### config.mk
export PLATFORM = sky130hd
export DESIGN_NAME = loop_dac_front
export DESIGN_NICKNAME = d
export VERILOG_FILES = /design/src/rtl/ldf_pkg.sv /design/src/rtl/ldf_sync.sv /design/src/rtl/ldf_rise.sv /design/src/rtl/ldf_shift.sv /design/src/rtl/ldf_regs.sv /design/src/rtl/ldf_readout.sv /design/src/rtl/loop_dac_front.sv
export SDC_FILE = /design/constraint.sdc
export NUM_CORES = 1
export LEC_CHECK = 0
export BUFFER_PORTS_ARGS = -buffer_cell sky130_fd_sc_hd__buf_2
export CAP_MARGIN = 15
export CORE_ASPECT_RATIO = 0.75
export CORE_MARGIN = 2
export CORE_UTILIZATION = 50
export CTS_BUF_LIST = sky130_fd_sc_hd__clkbuf_8
export CTS_CLUSTER_SIZE = 28
export DETAILED_ROUTE_END_ITERATION = 16
export GPL_TIMING_DRIVEN = 0
export PLACE_DENSITY = 0.78
export SETUP_SLACK_MARGIN = 0.3
export SLEW_MARGIN = 20
export SYNTH_ARGS = -nofsm -noshare
export SYNTH_HDL_FRONTEND = slang
export SYNTH_SLANG_ARGS = --single-unit
### constraint.sdc
create_clock -name clk -period 8.4 [get_ports clk]
set_input_delay 0 -clock clk [delete_from_list [all_inputs] [get_ports clk]]
set_output_delay 0 -clock clk [all_outputs]
set_load 0.005 [all_outputs]
### src/rtl/ldf_pkg.sv
package ldf_pkg;
  localparam int FRAME_W = 24;
  localparam int REG_W   = 16;
  localparam int UA_W    = 15;

  localparam logic [7:0] ADR_NOP  = 8'h00;
  localparam logic [7:0] ADR_DATA = 8'h01;
  localparam logic [7:0] ADR_READ = 8'h02;
  localparam logic [7:0] ADR_CTRL = 8'h55;

  localparam logic [2:0] RNG_4_20 = 3'b101;
  localparam logic [2:0] RNG_0_20 = 3'b110;
  localparam logic [2:0] RNG_0_24 = 3'b111;

  typedef struct packed {
    logic       daisy;
    logic [2:0] range;
  } ctrl_t;

  // bottom of the selected range in microamps
  function automatic logic [UA_W-1:0] range_low_ua(logic [2:0] rng);
    return (rng == RNG_4_20) ? UA_W'(4000) : '0;
  endfunction

  // width of the selected range in microamps
  function automatic logic [UA_W-1:0] range_span_ua(logic [2:0] rng);
    case (rng)
      RNG_4_20: return UA_W'(16000);
      RNG_0_20: return UA_W'(20000);
      RNG_0_24: return UA_W'(24000);
      default:  return '0;
    endcase
  endfunction

  // nominal loop current for a left-justified 16-bit code
  function automatic logic [UA_W-1:0] loop_ua(logic [REG_W-1:0] code16, logic [2:0] rng);
    logic [31:0] prod;
    logic [31:0] sum;
    prod = {16'd0, code16} * {17'd0, range_span_ua(rng)};
    sum  = {17'd0, range_low_ua(rng)} + {16'd0, prod[31:16]};
    return sum[UA_W-1:0];
  endfunction
endpackage

### src/rtl/ldf_sync.sv
module ldf_sync #(
  parameter int W      = 3,
  parameter int STAGES = 2
) (
  input  logic         clk,
  input  logic         rst_n,
  input  logic [W-1:0] async_i,
  output logic [W-1:0] sync_o
);
  logic [W-1:0] stage_q [STAGES];

  always_ff @(posedge clk or negedge rst_n) begin
    if (!rst_n) begin
      stage_q <= '{default: '0};
    end else begin
      stage_q[0] <= async_i;
      for (int i = 1; i < STAGES; i++) stage_q[i] <= stage_q[i-1];
    end
  end

  assign sync_o = stage_q[STAGES-1];
endmodule

### src/rtl/ldf_rise.sv
module ldf_rise #(
  parameter int W = 3
) (
  input  logic         clk,
  input  logic         rst_n,
  input  logic [W-1:0] lvl_i,
  output logic [W-1:0] rise_o
);
  logic [W-1:0] prev_q;

  always_ff @(posedge clk or negedge rst_n) begin
    if (!rst_n) prev_q <= '0;
    else        prev_q <= lvl_i;
  end

  assign rise_o = lvl_i & ~prev_q;
endmodule

### src/rtl/ldf_shift.sv
module ldf_shift #(
  parameter int FW = 24
) (
  input  logic          clk,
  input  logic          rst_n,
  input  logic          shift_i,
  input  logic          bit_i,
  output logic [FW-1:0] frame_o
);
  always_ff @(posedge clk or negedge rst_n) begin
    if (!rst_n)       frame_o <= '0;
    else if (shift_i) frame_o <= {frame_o[FW-2:0], bit_i};
  end
endmodule

### src/rtl/ldf_regs.sv
module ldf_regs
  import ldf_pkg::*;
#(
  parameter int DATA_W = 16
) (
  input  logic               clk,
  input  logic               rst_n,
  input  logic               load_i,
  input  logic [FRAME_W-1:0] frame_i,
  input  logic               fault_i,
  output logic [DATA_W-1:0]  data_o,
  output ctrl_t              ctrl_o,
  output logic               is_read_o,
  output logic               rb_load_o,
  output logic               wr_data_o,
  output logic               wr_ctrl_o,
  output logic [FRAME_W-1:0] rb_word_o
);
  localparam int PAD = REG_W - DATA_W;

  logic [7:0]       addr;
  logic [REG_W-1:0] payload;
  logic [REG_W-1:0] data16;
  logic [REG_W-1:0] sel_val;

  assign addr    = frame_i[FRAME_W-1 -: 8];
  assign payload = frame_i[REG_W-1:0];

  assign is_read_o = (addr == ADR_READ);
  assign rb_load_o = load_i && is_read_o;
  assign wr_data_o = load_i && (addr == ADR_DATA);
  assign wr_ctrl_o = load_i && (addr == ADR_CTRL);

  always_ff @(posedge clk or negedge rst_n) begin
    if (!rst_n) begin
      data_o <= '0;
      ctrl_o <= '0;
    end else begin
      if (wr_data_o) data_o <= payload[REG_W-1 -: DATA_W];
      if (wr_ctrl_o) ctrl_o <= ctrl_t'(payload[3:0]);
    end
  end

  assign data16 = REG_W'(data_o) << PAD;

  always_comb begin
    case (payload[1:0])
      2'b00:   sel_val = {15'd0, fault_i};
      2'b01:   sel_val = data16;
      2'b10:   sel_val = {12'd0, ctrl_o};
      default: sel_val = '0;
    endcase
  end

  assign rb_word_o = {8'h00, sel_val};
endmodule

### src/rtl/ldf_readout.sv
module ldf_readout #(
  parameter int FW = 24
) (
  input  logic          clk,
  input  logic          rst_n,
  input  logic          fall_i,
  input  logic          latch_i,
  input  logic          rb_load_i,
  input  logic [FW-1:0] rb_word_i,
  input  logic          daisy_i,
  input  logic          tail_i,
  output logic          sdo_o,
  output logic          sdo_oe_o,
  output logic          rb_active_o
);
  logic [FW-1:0] rb_q;
  logic          dc_q;

  always_ff @(posedge clk or negedge rst_n) begin
    if (!rst_n) begin
      rb_active_o <= 1'b0;
      rb_q        <= '0;
      dc_q        <= 1'b0;
    end else begin
      if (rb_load_i)    rb_active_o <= 1'b1;
      else if (latch_i) rb_active_o <= 1'b0;

      if (rb_load_i)                rb_q <= rb_word_i;
      else if (fall_i && rb_active_o) rb_q <= {rb_q[FW-2:0], 1'b0};

      if (fall_i) dc_q <= tail_i;
    end
  end

  assign sdo_o    = rb_active_o ? rb_q[FW-1] : dc_q;
  assign sdo_oe_o = rb_active_o || daisy_i;
endmodule

### src/rtl/loop_dac_front.sv
module loop_dac_front
  import ldf_pkg::*;
#(
  parameter int DATA_W      = 16,
  parameter int SYNC_STAGES = 2
) (
  input  logic              clk,
  input  logic              rst_n,
  input  logic              sclk_i,
  input  logic              latch_i,
  input  logic              sdin_i,
  input  logic              clear_i,
  input  logic              fault_i,
  output logic [DATA_W-1:0] code_o,
  output logic [2:0]        range_o,
  output logic [UA_W-1:0]   loop_ua_o,
  output logic              sdo_o,
  output logic              sdo_oe_o,
  output logic              fault_o
);
  localparam int PAD = REG_W - DATA_W;

  logic [2:0]         pin_lvl;
  logic [2:0]         edge_rise;
  logic               sclk_rise, sclk_fall, latch_rise, sdin_lvl;
  logic [FRAME_W-1:0] frame;
  logic [DATA_W-1:0]  data_q;
  ctrl_t              ctrl;
  logic               is_read, rb_load, wr_data, wr_ctrl, rb_active;
  logic [FRAME_W-1:0] rb_word;
  logic [REG_W-1:0]   code16;

  ldf_sync #(.W(3), .STAGES(SYNC_STAGES)) u_sync (
    .clk(clk), .rst_n(rst_n),
    .async_i({sdin_i, latch_i, sclk_i}),
    .sync_o(pin_lvl)
  );

  // bit 2 watches the inverted serial clock so its rise is a falling edge
  ldf_rise #(.W(3)) u_rise (
    .clk(clk), .rst_n(rst_n),
    .lvl_i({~pin_lvl[0], pin_lvl[1], pin_lvl[0]}),
    .rise_o(edge_rise)
  );

  assign sclk_rise  = edge_rise[0];
  assign latch_rise = edge_rise[1];
  assign sclk_fall  = edge_rise[2];
  assign sdin_lvl   = pin_lvl[2];

  ldf_shift #(.FW(FRAME_W)) u_shift (
    .clk(clk), .rst_n(rst_n),
    .shift_i(sclk_rise), .bit_i(sdin_lvl),
    .frame_o(frame)
  );

  ldf_regs #(.DATA_W(DATA_W)) u_regs (
    .clk(clk), .rst_n(rst_n),
    .load_i(latch_rise), .frame_i(frame), .fault_i(fault_i),
    .data_o(data_q), .ctrl_o(ctrl),
    .is_read_o(is_read), .rb_load_o(rb_load),
    .wr_data_o(wr_data), .wr_ctrl_o(wr_ctrl),
    .rb_word_o(rb_word)
  );

  ldf_readout #(.FW(FRAME_W)) u_out (
    .clk(clk), .rst_n(rst_n),
    .fall_i(sclk_fall), .latch_i(latch_rise),
    .rb_load_i(rb_load), .rb_word_i(rb_word),
    .daisy_i(ctrl.daisy), .tail_i(frame[FRAME_W-1]),
    .sdo_o(sdo_o), .sdo_oe_o(sdo_oe_o), .rb_active_o(rb_active)
  );

  // clear acts without a clock edge
  assign code_o    = clear_i ? '0 : data_q;
  assign range_o   = ctrl.range;
  assign code16    = REG_W'(code_o) << PAD;
  assign loop_ua_o = loop_ua(code16, ctrl.range);
  assign fault_o   = fault_i;
endmodule

## Word level (Yosys, flattened, before mapping)

Cells that the tools add are included.

| cells by class | value |
|---|---|
| $mul | 1 |
| eq/ne operators | 8 |
| shifts and indexed selects | 0 |
| divide/modulo/power cells | 0 |
| reduce and logical (&&, ||, !) cells | 8 |
| bitwise gates (word level) | 3 |
| add/sub/neg operators | 1 |
| mux-type cells | 9 |
| order comparisons | 0 |

Operators with widths:

| cell | number |
|---|---|
| two-way mux 24 bit | 2 |
| case mux 16 bit (3 select lines) | 1 |
| case mux 15 bit (3 select lines) | 1 |
| multiplier 16 x 15 -> 31 bit | 1 |
| two-way mux 16 bit | 1 |
| adder 12 x 15 -> 15 bit | 1 |
| two-way mux 12 bit | 1 |
| == test 3 bit, second input constant | 3 |
| == test 8 x 1 -> 1 bit, second input constant | 1 |
| == test 8 x 2 -> 1 bit, second input constant | 1 |
| == test 8 x 7 -> 1 bit, second input constant | 1 |
| logical AND 1 bit | 4 |
| nonzero test 2 bit | 2 |
| AND 3 bit | 1 |
| two-way mux 1 bit | 3 |
| NOT 3 bit | 1 |
| == test 2 x 1 -> 1 bit, second input constant | 1 |
| == test 2 bit, second input constant | 1 |
| logical NOT 2 bit | 1 |
| logical OR 1 bit | 1 |
| NOT 1 bit | 1 |

| word-level totals | value |
|---|---|
| bits in registers | 79 |
| RAM bits | 0 |
| memories | 0 |
| latch bits | 0 |
| input bits | 7 |
| bits in read-only memories | 0 |
| word-level logic and storage cells | 40 |

## Depth between registers and ports, before layout

| logic depth | value |
|---|---|
| depth in word-level cells | 5 |
| depth in mapped cells | 36 |
| mapped depth without buffers | 35 |

## By module

Synthesis repeated with hierarchy kept, for this count alone.

| second synthesis, totals | value |
|---|---|
| cell total of the unflattened synthesis | 940 |
| area, all modules | 9432.8 sq um |

By module, submodules not included:

| module | sequential area each (sq um) | area each (sq um) | times used | cells an instance |
|---|---|---|---|---|
| loop_dac_front | 0.0 | 5547.8 | 1 | 646 |
| ldf_readout | 650.6 | 1531.5 | 1 | 144 |
| ldf_regs | 500.5 | 1067.3 | 1 | 84 |
| ldf_shift | 600.6 | 997.2 | 1 | 51 |
| ldf_sync | 150.1 | 172.7 | 1 | 9 |
| ldf_rise | 75.1 | 116.4 | 1 | 6 |

## Worst setup path after synthesis

No wires, ideal clock.

| timing | value |
|---|---|
| path type | register to output |
| start | register u_regs.ctrl_o[2] in the netlist's numbering |
| end | output port loop_ua_o[14] |
| path buffers | 2 |
| arrival | 7.601 ns |
| stages on the path, launching flop included | 34 |
| path slack | 0.799 ns |
| path through | dfrtp_1 > clkbuf_1 > and2_1 > nand2b_1 > inv_1 > clkbuf_1 > nor2_1 > nor2_1 > fa_1 > inv_1 > fa_1 > fa_1 > fa_1 > fa_1 > inv_1 > ha_1 > ha_1 > and4_1 > o21ai_1 > nand2_1 > a21o_1 > a21oi_1 > xnor2_1 > ha_1 > nand2_1 > mux2i_1 > a41oi_1 > o311ai_1 > a21oi_1 > o221ai_2 > o311a_1 > a21boi_1 > o221ai_2 > xnor2_1 |

| on the way | value |
|---|---|
| longest elaborated chain between the ends | 4 |

Ends and longest elaborated chain:

| element | line | source |
|---|---|---|
| start, declared | ldf_regs.sv:12 | `output ctrl_t ctrl_o,` |
| start signal, assigned | ldf_regs.sv:40 | `if (wr_ctrl_o) ctrl_o <= ctrl_t'(payload[3:0]);` |
| == test 3 bit, on equally long branches | ldf_pkg.sv:27, ldf_pkg.sv:22 |  |
| case mux 15 bit (3 select lines) | ldf_pkg.sv:27 | `case (rng)` |
| multiplier 16 x 15 -> 31 bit | ldf_pkg.sv:39 | `prod = {16'd0, code16} * {17'd0, range_span_ua(rng)};` |
| adder 12 x 15 -> 15 bit * | ldf_pkg.sv:40 | `sum = {17'd0, range_low_ua(rng)} + {16'd0, prod[31:16]};` |
| end, declared | loop_dac_front.sv:16 | `output logic [UA_W-1:0] loop_ua_o,` |

Every way passes the cells marked *; elsewhere a longest branch is shown, timed or not.

## Final worst setup path

Same ends and word-level chain as after synthesis.

==> impl_metrics.yaml <==
run_status:
  outcome: "complete, no violations"
critical_path:
  critical_path.slowest_cell: "fa_1"
  crit_buf_inv: 6
  cp.arrival_ns: 7.92
  startpoint_type: "flip-flop"
  crit_fanout: 11
  crit_path_frequent_cell: "fa_1"
  end_kind: "output port"
  required_ns: 8.40
  critical_path_class: "reg2out"
  max_stage_delay_ns: 0.55
  path_delay_family: "adder cells"
timing:
  relSlewSlack: 0.4523
  setup_ws_ns: 0.4787
  whs_ns: 0.05647
  fin_crit_sh: 0.9430
  final-setup-viol-count: 0
  fmax_mhz: 126.2
  period_minus_slack_ns: 7.921
  tightest_slew_ns: 0.8152
  rsz0062_at_grt: "yes"
  skew_ns: 0.005825
  drv_slew: 0
  hold_viol_final: 0
clocking:
  clkTransAtPathRegs_ns: 0.08
  cts_buffers: 9
  clk_latency_ns: 0.36
  cts_max_level: 3
  cts_tree: "yes"
  clockBufferDepth: 2
  cts_sinks: 79
  clock-root-buffer: "clkbuf_8"
power_and_ir_drop:
  cellLeakagePower_nw: 5.522
  ir_drop_v: 0.00008976
  p_per_area_nw_per_um2: 82.83
global_route:
  antenna_found_initial: 0
  grt_overflow: 0
  grtUsageTotal: 0.2176
  grt_pass1_vias: 6375
  grt_max_degree: 60
  grt_pass1_wl_microns: 31640
hold_path:
  hold_class: "in2async"
detailed_routing:
  drc: 0
  routedWlPerCell_microns: 16.82
  dr_total_vias: 6429
  antenna_left: 0
  drt_first_pass_iters: 6
  drtIter0Drc: 587
  wl_microns: 20090
  routed_via_density: 5.384
final_layout:
  layout_common_cells: "175 x inv_1, 109 x fa_1, 83 x ha_1"
  regArea_sq_um: 1979
  multi_input_area_sq_um: 6306
  stdcell_count: 1194
  syn_to_final_growth_pct: 16.95
  fillCellCount: 1376
  drive_above_1_share: 0.2390
  fin_nets: 1185
  antenna_cells: 0
  final_common_cell: "inv_1"
synth:
  synthFlopType: "dfrtp_1"
  yosys_warnings: 0
  synthesis.nets: 1097
  synth_area_sq_um: 8668
  async_reset_ff_frac: 1.000
  postSynthCellCount: 886
  synth-seq-cells: 79
  synth_edf_count: 0
  synth_cell_types: 56
  yosysSeqAreaShare: 0.2281
  avgSynthCellArea_sq_um: 9.784
placed_design:
  io_buffers: 43
  dp_cells: 1145
  pre_cts_slack_ns: -0.7034
  dp.final_hpwl_microns: 15600
  place_congestion: 0.9662
die:
  die_w_microns: 156.0
  rows: 41
  die_h_microns: 118.0
  start_util: 0.5136
  pin_count: 44
  die-area_sq_um: 18420
  coreArea_sq_um: 16880
flow_run:
  drv_cap: 0
## state kept, by name (all words and copies together) (netlist names)
register and flops:
u_out.rb_q 24, u_out.dc_q 1, u_out.rb_active_o 1, u_shift.frame_o 24
u_sync.sync_o 3, u_rise.prev_q 3, u_sync.stage_q 3, u_regs.ctrl_o 4
u_regs.data_o 16
## stage by stage
stage	setup TNS (ns)	util	total power, W	cell area (sq um)
CTS	0	0.5705	0.0008451	9629
detailed placement	-1.026	0.5441	0.0005612	9183
finish	0	0.6006	0.0008397	10140
floorplan	0	-	0.0005200	8668
global placement	-0.9595	0.5423	0.0005528	9153
global route	0	0.6006	0.0008773	10140
## cell type report
class	instances	area share
inverters	179	0.06653
well taps	215	0.02654
multi-input cells	599	0.6221
clock inverters	6	0.005924
flip-flops and latches	79	0.1953
clock buffers	10	0.01358
repair buffers	77	0.04999
plain buffers	29	0.02012
## worst paths after layout
path                                        start                 to  slack (ns)  cells past startpoint
worst max register to register  u_out.rb_active_o     u_out.rb_q[14]        6.20                      5
min in group clk                          fault_i      u_out.rb_q[0]        0.22                      5
max in group asynchronous                   rst_n   u_regs.ctrl_o[1]        7.75                      3
worst min register to register  u_sync.stage_q[4]   u_sync.sync_o[1]        0.35                      0
worst min-delay path                        rst_n  u_sync.stage_q[5]        0.06                      2
worst max-delay path             u_regs.ctrl_o[2]      loop_ua_o[14]        0.48                     34
## cell usage after synthesis (2+ instances only)
library cell / number / share of area
nor3_1: 8 / 0.0046
nand2b_1: 12 / 0.0087
nand2_1: 75 / 0.032
nand3_1: 18 / 0.010
and2_1: 8 / 0.0058
a211oi_1: 3 / 0.0026
nor2b_1: 10 / 0.0072
o21ai_1: 6 / 0.0035
or3_1: 3 / 0.0022
mux2i_1: 14 / 0.016
dfrtp_1: 79 / 0.23
and3_1: 12 / 0.0087
ha_1: 94 / 0.14
inv_1: 179 / 0.078
o311a_1: 2 / 0.0023
a21o_1: 3 / 0.0026
clkbuf_1: 25 / 0.011
buf_2: 2 / 0.0012
o22ai_1: 2 / 0.0014
o21a_1: 2 / 0.0017
a21boi_1: 2 / 0.0017
o21ai_0: 25 / 0.014
or2_2: 9 / 0.0065
a21oi_1: 25 / 0.014
xor2_1: 6 / 0.0061
fa_1: 110 / 0.25
nor2_1: 55 / 0.024
and4_1: 2 / 0.0020
xnor2_1: 18 / 0.018
a22oi_1: 3 / 0.0026
nand4_1: 3 / 0.0022
o221ai_2: 2 / 0.0035
mux2_2: 46 / 0.060
## power by group
part	switching, W	internal [W]	leakage [nW]
clock	0.000140	0.000144	0.0981
sequential	0.0000353	0.000425	1.05
combinational	0.0000456	0.0000498	4.37
## routing by layer
layer  part of all wire  track usage  up-vias
met5                  0            0        -
met4              0.011      0.03498        0
met3              0.096      0.07216       27
met2               0.43       0.3053      257
met1               0.46       0.3322     3147
li1                   -            -     2998
## worst reg2reg max path: stages, from the launching register on
cell      delay [ns]
dfrtp_1         0.41
inv_1           0.08
nor3_1          0.63
clkbuf_1        0.59
mux2i_1         0.26
o21ai_0         0.10
## logic make-up (layout without fill, tap and decap cells)
logic type | after synthesis | in the layout | synth area share
and+or+nand+nor | 221 | 221 | 0.1208
buffers and inverters | 208 | 301 | 0.09079
adders and majority gates | 204 | 204 | 0.3897
AOI/OAI and AO/OA | 89 | 89 | 0.06726
DFF | 79 | 79 | 0.2281
muxes | 60 | 60 | 0.07592
xor gates and xnor gates | 25 | 25 | 0.02743
## repair_timing
action,CTS,global route
pin swaps,9,36
hold endpoints to repair,82,0
resized for setup,51,79
buffers inserted,5,24
endpoints found under the setup margin,8,2
hold buffers,4,0
(Power assumes the default switching activity.)
